===== config.mk =====
export PLATFORM = sky130hd
export DESIGN_NAME = dap_guard
export DESIGN_NICKNAME = d
export VERILOG_FILES = /design/src/rtl/dap_guard_pkg.sv /design/src/rtl/enable_sampler.sv /design/src/rtl/access_gate.sv /design/src/rtl/xfer_tracker.sv /design/src/rtl/dap_guard.sv
export SDC_FILE = /design/constraint.sdc
export NUM_CORES = 1
export LEC_CHECK = 0
export CAP_MARGIN = 20
export CORE_AREA = 10 10 102 104
export DETAILED_ROUTE_END_ITERATION = 12
export DIE_AREA = 0 0 112 114
export GPL_TIMING_DRIVEN = 0
export PLACE_DENSITY = 0.75
export SLEW_MARGIN = 20
export SYNTH_ARGS = -nofsm -noshare
export SYNTH_HDL_FRONTEND = slang
export SYNTH_HIERARCHICAL = 1
export SYNTH_SLANG_ARGS = --single-unit

===== constraint.sdc =====
create_clock -name clk -period 1.8 [get_ports clk]
set_input_delay 0.18 -clock clk [delete_from_list [all_inputs] [get_ports clk]]
set_output_delay 0.18 -clock clk [all_outputs]
set_load 0.02 [all_outputs]

===== src/rtl/dap_guard_pkg.sv =====
package dap_guard_pkg;

  typedef enum logic [1:0] {
    XS_IDLE,
    XS_WAIT,
    XS_ORPHAN
  } xfer_state_e;

  typedef enum logic [1:0] {
    GATE_LOCAL,
    GATE_ISSUE,
    GATE_DENY,
    GATE_BLOCKED
  } gate_e;

endpackage


===== src/rtl/enable_sampler.sv =====
module enable_sampler #(
  parameter int STAGES = 2,
  parameter int WIDTH  = 2
) (
  input  logic             clk,
  input  logic             rst,
  input  logic [WIDTH-1:0] d_in,
  output logic [WIDTH-1:0] q_out
);

  logic [STAGES-1:0][WIDTH-1:0] chain;

  always_ff @(posedge clk) begin
    if (rst) begin
      chain <= '0;
    end else begin
      chain[0] <= d_in;
      for (int i = 1; i < STAGES; i++) begin
        chain[i] <= chain[i-1];
      end
    end
  end

  assign q_out = chain[STAGES-1];

endmodule


===== src/rtl/access_gate.sv =====
module access_gate
  import dap_guard_pkg::*;
#(
  parameter int ADDR_W    = 6,
  parameter int DATA_IDX  = 3,
  parameter int BANK_BASE = 4,
  parameter int BANK_CNT  = 4
) (
  input  logic [ADDR_W-1:0] addr,
  input  logic              nonsec,
  input  logic              dbg_en_q,
  input  logic              sec_en_q,
  input  logic              orphan,
  output gate_e             verdict
);

  localparam logic [ADDR_W-1:0] DATA_A  = ADDR_W'(DATA_IDX);
  localparam logic [ADDR_W-1:0] BANK_LO = ADDR_W'(BANK_BASE);
  localparam logic [ADDR_W-1:0] BANK_HI = ADDR_W'(BANK_BASE + BANK_CNT - 1);

  logic hits_bus;
  logic allowed;

  assign hits_bus = (addr == DATA_A) || ((addr >= BANK_LO) && (addr <= BANK_HI));
  assign allowed  = dbg_en_q && (nonsec || sec_en_q);

  always_comb begin
    if (!hits_bus)     verdict = GATE_LOCAL;
    else if (orphan)   verdict = GATE_BLOCKED;
    else if (!allowed) verdict = GATE_DENY;
    else               verdict = GATE_ISSUE;
  end

endmodule


===== src/rtl/xfer_tracker.sv =====
module xfer_tracker
  import dap_guard_pkg::*;
#(
  parameter int DATA_W   = 32,
  parameter int ADDR_W   = 6,
  parameter int CTRL_IDX = 0,
  parameter int BUSY_BIT = 7
) (
  input  logic              clk,
  input  logic              rst,
  input  logic              req,
  input  logic              write,
  input  logic [ADDR_W-1:0] addr,
  input  logic              nonsec,
  input  logic [DATA_W-1:0] wdata,
  input  logic              abort,
  input  gate_e             verdict,
  input  logic              bus_done,
  input  logic              bus_err,
  input  logic [DATA_W-1:0] bus_rdata,
  output logic              orphan,
  output logic              busy,
  output logic              ready,
  output logic              slverr,
  output logic              sys_err,
  output logic [DATA_W-1:0] rdata,
  output logic              bus_start,
  output logic              bus_write,
  output logic              bus_nonsec,
  output logic [DATA_W-1:0] bus_wdata
);

  localparam logic [ADDR_W-1:0] CTRL_A = ADDR_W'(CTRL_IDX);

  xfer_state_e       state;
  logic              pend_write;
  logic [DATA_W-1:0] ctrl_word;

  assign orphan = (state == XS_ORPHAN);
  assign busy   = (state != XS_IDLE);

  always_comb begin
    ctrl_word           = '0;
    ctrl_word[BUSY_BIT] = orphan;
  end

  always_ff @(posedge clk) begin
    if (rst) begin
      state      <= XS_IDLE;
      pend_write <= 1'b0;
      ready      <= 1'b0;
      slverr     <= 1'b0;
      sys_err    <= 1'b0;
      rdata      <= '0;
      bus_start  <= 1'b0;
      bus_write  <= 1'b0;
      bus_nonsec <= 1'b0;
      bus_wdata  <= '0;
    end else begin
      ready     <= 1'b0;
      slverr    <= 1'b0;
      sys_err   <= 1'b0;
      rdata     <= '0;
      bus_start <= 1'b0;
      if (state == XS_WAIT) begin
        if (bus_done) begin
          ready   <= 1'b1;
          slverr  <= bus_err;
          sys_err <= bus_err;
          rdata   <= pend_write ? '0 : bus_rdata;
          state   <= XS_IDLE;
        end else if (abort) begin
          ready <= 1'b1;
          state <= XS_ORPHAN;
        end
      end else begin
        if (orphan && bus_done) begin
          state <= XS_IDLE;
        end
        if (abort) begin
          ready <= 1'b1;
        end else if (req) begin
          unique case (verdict)
            GATE_LOCAL: begin
              ready <= 1'b1;
              rdata <= (!write && addr == CTRL_A) ? ctrl_word : '0;
            end
            GATE_DENY, GATE_BLOCKED: begin
              ready  <= 1'b1;
              slverr <= 1'b1;
            end
            GATE_ISSUE: begin
              bus_start  <= 1'b1;
              bus_write  <= write;
              bus_nonsec <= nonsec;
              bus_wdata  <= wdata;
              pend_write <= write;
              state      <= XS_WAIT;
            end
            default: ;
          endcase
        end
      end
    end
  end

endmodule


===== src/rtl/dap_guard.sv =====
module dap_guard
  import dap_guard_pkg::*;
#(
  parameter int DATA_W      = 32,
  parameter int ADDR_W      = 6,
  parameter int SYNC_STAGES = 2,
  parameter int CTRL_IDX    = 0,
  parameter int DATA_IDX    = 3,
  parameter int BANK_BASE   = 4,
  parameter int BANK_CNT    = 4,
  parameter int BUSY_BIT    = 7
) (
  input  logic              clk,
  input  logic              rst,
  input  logic              dbg_en_in,
  input  logic              sec_en_in,
  input  logic              dbg_req,
  input  logic              dbg_write,
  input  logic [ADDR_W-1:0] dbg_addr,
  input  logic              dbg_nonsec,
  input  logic [DATA_W-1:0] dbg_wdata,
  input  logic              dbg_abort,
  output logic              dbg_ready,
  output logic              dbg_slverr,
  output logic [DATA_W-1:0] dbg_rdata,
  output logic              err_sys,
  output logic              xfer_busy,
  output logic              bus_start,
  output logic              bus_write,
  output logic              bus_nonsec,
  output logic [DATA_W-1:0] bus_wdata,
  input  logic              bus_done,
  input  logic              bus_err,
  input  logic [DATA_W-1:0] bus_rdata
);

  logic [1:0] en_q;
  logic       orphan;
  gate_e      verdict;

  enable_sampler #(.STAGES(SYNC_STAGES), .WIDTH(2)) u_sampler (
    .clk   (clk),
    .rst   (rst),
    .d_in  ({sec_en_in, dbg_en_in}),
    .q_out (en_q)
  );

  access_gate #(
    .ADDR_W(ADDR_W), .DATA_IDX(DATA_IDX), .BANK_BASE(BANK_BASE), .BANK_CNT(BANK_CNT)
  ) u_gate (
    .addr     (dbg_addr),
    .nonsec   (dbg_nonsec),
    .dbg_en_q (en_q[0]),
    .sec_en_q (en_q[1]),
    .orphan   (orphan),
    .verdict  (verdict)
  );

  xfer_tracker #(
    .DATA_W(DATA_W), .ADDR_W(ADDR_W), .CTRL_IDX(CTRL_IDX), .BUSY_BIT(BUSY_BIT)
  ) u_track (
    .clk        (clk),
    .rst        (rst),
    .req        (dbg_req),
    .write      (dbg_write),
    .addr       (dbg_addr),
    .nonsec     (dbg_nonsec),
    .wdata      (dbg_wdata),
    .abort      (dbg_abort),
    .verdict    (verdict),
    .bus_done   (bus_done),
    .bus_err    (bus_err),
    .bus_rdata  (bus_rdata),
    .orphan     (orphan),
    .busy       (xfer_busy),
    .ready      (dbg_ready),
    .slverr     (dbg_slverr),
    .sys_err    (err_sys),
    .rdata      (dbg_rdata),
    .bus_start  (bus_start),
    .bus_write  (bus_write),
    .bus_nonsec (bus_nonsec),
    .bus_wdata  (bus_wdata)
  );

endmodule


# Yosys cells after proc, flatten, opt, wreduce, memory -nomap -nowiden

Index checks and enable logic that the tools add are counted.

Bits in registers: 76
Logic and storage cells: 67
Output and inout bits: 71

Eq/ne operators: 7
Bitwise logic cells: 3
Order comparisons: 2
Muxes and demuxes: 29
Reductions and logical operators: 15

Operator list:

| cell                                                                                | number |
|---|---|
| 32-bit two-way mux                                                                  | 6 |
| 2-bit two-way mux                                                                   | 10 |
| 1-bit two-way mux                                                                   | 12 |
| 8-bit two-way mux                                                                   | 1 |
| 2-bit equality test, second input constant                                          | 3 |
| 6-bit by 2-bit equality test with 1-bit output, second input constant               | 1 |
| 6-bit by 3-bit greater-or-equal comparator with 1-bit output, second input constant | 1 |
| 6-bit by 3-bit less-or-equal comparator with 1-bit output, second input constant    | 1 |
| 6-bit logical NOT                                                                   | 1 |
| 2-bit by 1-bit equality test with 1-bit output, second input constant               | 2 |
| 1-bit logical AND                                                                   | 4 |
| 4-bit AND reduction                                                                 | 1 |
| 2-bit OR reduction                                                                  | 2 |
| 4-bit OR reduction                                                                  | 1 |
| 3-bit inequality test, second input constant                                        | 1 |
| 1-bit inverter                                                                      | 3 |
| 3-bit OR reduction                                                                  | 1 |
| 2-bit logical NOT                                                                   | 1 |
| 1-bit logical OR                                                                    | 2 |
| 2-bit nonzero test                                                                  | 1 |
| 1-bit logical NOT                                                                   | 1 |

# Logic depth before layout (Yosys ltp)

Word-level depth: 11
Gate-level depth with buffers: 9

# By module

Netlist, hierarchy kept.

By module, submodules not included:

| module         | cells each | sequential area each (µm²) | area an instance (µm²) | instances |
|---|---|---|---|---|
| xfer_tracker   | 257        | 1441.4                     | 2771.4                 | 1 |
| enable_sampler | 10         | 80.1                       | 120.1                  | 1 |
| access_gate    | 7          | 0.0                        | 47.5                   | 1 |

# Worst setup path after synthesis

OpenSTA, ideal clock, no wires.

Path kind: register to register
Start point: register u_track.state[1]
End point: register u_track.bus_nonsec
Stages on the path, launching flop included: 10
Period minus slack after synthesis: 1.851 ns
Data arrival time: 1.736 ns
Required time: 1.684 ns
Buffers on the path: 3
Path slack: -0.051 ns
Library setup time: 0.116 ns
Path through: dfxtp_1 -> nor2b_1 -> inv_1 -> a211oi_1 -> nor4bb_1 -> buf_4 -> and2_4 -> buf_8 -> buf_12 -> o21ai_2

Cells in the longest elaborated chain, start to end: 5

RTL lines:

| what                                           | RTL line           | text |
|---|---|---|
| from (decl)                                    | xfer_tracker.sv:35 | `xfer_state_e state;` |
| from (signal assigned)                         | xfer_tracker.sv:49 | `state <= XS_IDLE;` |
| from (signal assigned)                         | xfer_tracker.sv:71 | `state <= XS_IDLE;` |
| from (signal assigned)                         | xfer_tracker.sv:74 | `state <= XS_ORPHAN;` |
| 2-bit equality test                            | xfer_tracker.sv:39 | `assign orphan = (state == XS_ORPHAN);` |
| via orphan                                     | dap_guard.sv:38    | `logic orphan;` |
| 2-bit two-way mux                              | access_gate.sv:29  | `else if (orphan) verdict = GATE_BLOCKED;` |
| 2-bit two-way mux                              | access_gate.sv:28  | `if (!hits_bus) verdict = GATE_LOCAL;` |
| via verdict[0]                                 | dap_guard.sv:39    | `gate_e verdict;` |
| 2-bit by 1-bit equality test with 1-bit output | xfer_tracker.sv:83 | `unique case (verdict)` |
| 4-bit AND reduction (no line)                  | -                  |  |
| to (signal assigned)                           | xfer_tracker.sv:95 | `bus_nonsec <= nonsec;` |
| to (decl)                                      | xfer_tracker.sv:29 | `output logic bus_nonsec,` |

The timed path passes the listed nets, and every way through them passes these cells.
A chain may end at the register's enable or synchronous reset.

# Worst setup path after layout

Start point: register u_track.state[1]
End point: register u_track.bus_wdata[15]

Cells in the longest elaborated chain, start to end: 5

RTL lines:

| what                                           | RTL line           | text |
|---|---|---|
| 2-bit equality test                            | xfer_tracker.sv:39 |  |
| via orphan                                     | dap_guard.sv:38    |  |
| 2-bit two-way mux                              | access_gate.sv:29  |  |
| 2-bit two-way mux                              | access_gate.sv:28  |  |
| via verdict[0]                                 | dap_guard.sv:39    |  |
| 2-bit by 1-bit equality test with 1-bit output | xfer_tracker.sv:83 |  |
| 4-bit AND reduction (no line)                  | -                  |  |
| to (signal assigned)                           | xfer_tracker.sv:96 | `bus_wdata <= wdata;` |
| to (decl)                                      | xfer_tracker.sv:30 | `output logic [DATA_W-1:0] bus_wdata` |

The timed path passes the listed nets, and every way through them passes these cells.

==> impl_metrics.xml <==
<?xml version="1.0" encoding="UTF-8"?>
<metrics>
  <group name="outcome">
    <metric name="run_status" unit="">complete, but fails checks</metric>
    <metric name="failing_checks" unit="">negative setup slack</metric>
  </group>
  <group name="finish">
    <metric name="ff_latch_area" unit="um^2">1525</metric>
    <metric name="layout.cells.most_common" unit="">clkdlybuf4s50_1</metric>
    <metric name="antenna_cells_inserted" unit="">0</metric>
    <metric name="multiInputGateArea" unit="um^2">1303</metric>
    <metric name="final_nets" unit="">528</metric>
    <metric name="post_route_cells_drive_above_1_share" unit="%">18.58</metric>
    <metric name="layout.cells.most_common_list" unit="">clkdlybuf4s50_1, dfxtp_1, nand2b_1, nand4b_1</metric>
    <metric name="area.growth.synth_to_final" unit="%">74.24</metric>
    <metric name="layoutNonFillerInstCount" unit="">560</metric>
    <metric name="final_util" unit="%">60.49</metric>
    <metric name="final_cell_area" unit="um^2">5121</metric>
    <metric name="fillers" unit="">743</metric>
  </group>
  <group name="critical_path">
    <metric name="worstSetupStartpointType" unit="">flip-flop</metric>
    <metric name="cp-end-kind" unit="">flip-flop</metric>
    <metric name="critical_path_peak_fanout" unit="">5</metric>
    <metric name="crit_path_class" unit="">flip-flop to flip-flop</metric>
    <metric name="critPathSlowestCell" unit="">dfxtp_4</metric>
    <metric name="crit_path_cell_trace" unit="">nor2b_4 &gt; inv_2 &gt; a211oi_4 &gt; nor4bb_2 &gt; buf_4 &gt; and2_4 &gt; buf_12 &gt; clkbuf_16 &gt; o21ai_2</metric>
    <metric name="critical_path.reg2reg.startpoint" unit="">u_track/state[1]$_SDFFE_PP0P_</metric>
    <metric name="worst-endpoint-required" unit="ns">2.03</metric>
    <metric name="cp_num_buf_inv" unit="">4</metric>
    <metric name="family_of_cells_with_the_greatest_summed_delay_on_the_critical_path" unit="">simple AND/OR/NAND/NOR gates</metric>
    <metric name="setup.worst_path.start" unit="">u_track/state[1]$_SDFFE_PP0P_</metric>
    <metric name="critPathArrivalTime" unit="ns">2.04</metric>
    <metric name="timing.critical_path.slowest_cell_delay" unit="ns">0.38</metric>
  </group>
  <group name="placement">
    <metric name="pre_cts_slack" unit="ns">-0.5875</metric>
    <metric name="gp_routability_congestion" unit="">0.7661</metric>
    <metric name="placement.io_buffers" unit="">150</metric>
    <metric name="detailed_place_hpwl" unit="um">7454</metric>
    <metric name="dpl-instance-area" unit="um^2">4581</metric>
    <metric name="placed_cells_incl_taps" unit="">532</metric>
  </group>
  <group name="floorplan">
    <metric name="floorplan.io_pins" unit="">151</metric>
    <metric name="fp.dieW" unit="um">112</metric>
    <metric name="placeableCoreArea" unit="um^2">8466</metric>
    <metric name="floorplan.die_area" unit="um^2">12770</metric>
    <metric name="floorplan.die.height" unit="um">114</metric>
    <metric name="start_util" unit="%">34.72</metric>
    <metric name="fp-row-count" unit="">34</metric>
  </group>
  <group name="min_path">
    <metric name="worst_hold_startpoint" unit="">dbg_addr[5]</metric>
    <metric name="hold_class" unit="">input port to flip-flop</metric>
  </group>
  <group name="clock_tree">
    <metric name="clock_path_buffers" unit="">2</metric>
    <metric name="clockRootBuffer" unit="">clkbuf_8</metric>
    <metric name="h-tree-depth" unit="">3</metric>
    <metric name="tritoncts" unit="">yes</metric>
    <metric name="clkSinkCount" unit="">76</metric>
    <metric name="tritoncts.num_buffers" unit="">9</metric>
    <metric name="cts.clk_slew.worst_paths" unit="ns">0.07</metric>
    <metric name="clk-insertion-delay-late" unit="ns">0.34</metric>
  </group>
  <group name="timing">
    <metric name="period_share" unit="%">100.2</metric>
    <metric name="unrepaired_setup_endpoints_after_global_routing" unit="">yes</metric>
    <metric name="finalSetupTns" unit="ns">-0.01046</metric>
    <metric name="fin_skew" unit="ns">0.006786</metric>
    <metric name="fin_ws" unit="ns">-0.003205</metric>
    <metric name="worst-slew-pin-transition" unit="ns">0.4946</metric>
    <metric name="hold_viol" unit="">0</metric>
    <metric name="max-slew-margin-rel" unit="%">66.75</metric>
    <metric name="report.final.slew_viol_count" unit="">0</metric>
    <metric name="final_period_minus_worst_setup_slack" unit="ns">1.803</metric>
    <metric name="max_freq" unit="GHz">0.5546</metric>
    <metric name="setup_viol" unit="">6</metric>
  </group>
  <group name="detailed_routing">
    <metric name="average_wire_length_per_cell_after_detail_routing" unit="um">17.36</metric>
    <metric name="routed_wl" unit="um">9723</metric>
    <metric name="avgViaCountPerCell" unit="">4.779</metric>
    <metric name="starting_drc_count_in_detailed_routing" unit="">121</metric>
    <metric name="detailroute.via_count" unit="">2676</metric>
    <metric name="drt_pass1_iterations" unit="">4</metric>
    <metric name="number_of_remaining_drc_errors" unit="">0</metric>
    <metric name="detail-route-antenna-nets" unit="">0</metric>
  </group>
  <group name="power">
    <metric name="ir_worst_vdd" unit="uV">413.2</metric>
    <metric name="areal_power_density_over_the_cells" unit="nW/um^2">720.6</metric>
    <metric name="power_leakage" unit="nW">1.871</metric>
  </group>
  <group name="global_routing">
    <metric name="largest_net_degree_at_the_start_of_global_routing" unit="">13</metric>
    <metric name="via_count_of_the_first_global_routing_pass" unit="">2904</metric>
    <metric name="grt_overflow_total" unit="">0</metric>
    <metric name="grt.total_usage" unit="%">14.73</metric>
    <metric name="grt_first_pass_wirelength" unit="um">15260</metric>
    <metric name="grt_antenna_before_repair" unit="">0</metric>
  </group>
  <group name="logic_synthesis">
    <metric name="yosysUniqueCellTypes" unit="">31</metric>
    <metric name="synth_enable_flop_cells" unit="">0</metric>
    <metric name="syn-instance-count" unit="">274</metric>
    <metric name="yosys_most_used_dff" unit="">dfxtp_1</metric>
    <metric name="synthesis.area" unit="um^2">2939</metric>
    <metric name="synth_async_sr_flop_share" unit="%">0</metric>
    <metric name="post_synth.cell_area_avg" unit="um^2">10.73</metric>
    <metric name="register_bit_total_from_synthesis" unit="">76</metric>
    <metric name="synth_warnings" unit="">6</metric>
    <metric name="synth.net_count" unit="">354</metric>
    <metric name="seq_total_area_yosys" unit="%">51.77</metric>
  </group>
  <group name="run">
    <metric name="max_cap_viol_count" unit="">0</metric>
  </group>
</metrics>
-- cells by family after synthesis --
logic type | Yosys count | share of synthesized area (%)
AO/OA/AOI/OAI | 47 | 12.39
flip-flops | 76 | 51.77
buffers and inverters | 27 | 6.130
AND/OR/NAND/NOR | 124 | 29.71
-- routing by layer --
metal  global-route usage, %  routed length (um)  vias to the layer above
li1                        -                   -                     1295
met1                   15.27                3744                     1241
met2                   22.77                4195                      133
met3                   11.39                1714                        7
met4                   4.315                  68                        0
met5                       0                   0                        -
-- final cells by class --
| type | count | area share, % |
|---|---|---|
| multi-input cells | 171 | 25.43 |
| well taps | 108 | 2.639 |
| plain buffers | 25 | 3.909 |
| clock buffers | 11 | 2.956 |
| inverters | 2 | 0.1466 |
| clock inverters | 4 | 2.345 |
| repair buffers | 163 | 32.79 |
| flip-flops and latches | 76 | 29.78 |
-- worst register-to-register path, delay by kind of cell, from the launching register on --
kind            cells  cell delay, ns
flops               1            0.38
simple gates        3            0.55
compound gates      2            0.26
buf+inv             4            0.50
-- registers in the layout, indices dropped and copies added (netlist names), 2 cells and up --
name / count
u_sampler/chain: 2
u_sampler/q_out: 2
u_track/bus_wdata: 32
u_track/rdata: 32
u_track/state: 2
-- synthesized netlist by cell type (2+ instances only) --
cell type / instances / area (um^2)
o21ai_1: 4 / 20.02
dfxtp_1: 76 / 1521
a211oi_1: 2 / 15.01
o21ai_2: 30 / 262.8
buf_12: 3 / 60.06
nand2b_1: 36 / 225.2
a21oi_1: 6 / 30.03
nor2b_1: 7 / 43.79
nand4b_1: 36 / 315.3
nand3_1: 2 / 10.01
clkbuf_1: 12 / 45.04
nor2_1: 3 / 11.26
buf_2: 6 / 30.03
nor4_1: 2 / 12.51
and2_1: 31 / 193.9
buf_4: 3 / 22.52
-- power by group --
group | switching, mW | internal (mW)
Sequential | 0.00187 | 1.68
Combinational | 0.0769 | 0.193
Clock | 0.603 | 1.13
-- path summary, 6_finish.rpt --
check | cells past startpoint | slack, ns | to
worst max-delay path | 9 | -0.003 | u_track/bus_wdata[15]$_SDFFE_PP0P_
worst min-delay path | 4 | 0.27 | u_track/rdata[7]$_SDFF_PP0_
worst max register to register | 9 | -0.003 | u_track/bus_wdata[15]$_SDFFE_PP0P_
worst min register to register | 1 | 0.44 | u_sampler/q_out[1]$_SDFF_PP0_
-- repair_timing --
action / in CTS / in global routing
endpoints found under the setup margin: 36 / 36
hold endpoints to repair: 0 / 0
pin swaps: 5 / 20
cloned: 3 / 3
hold buffers: 0 / 0
resized for setup: 22 / 9
setup buffers: 6 / 1
-- metrics by stage --
stage          total power, mW  hold WS (ns)
3_3_place_gp             1.986        0.4206
2_1_floorplan            1.788        0.2516
3_5_place_dp             1.989        0.4304
5_1_grt                  3.836        0.2756
6_report                 3.690        0.2681
4_1_cts                  3.733        0.2615
Note: power is estimated with default switching activity, not from simulation.
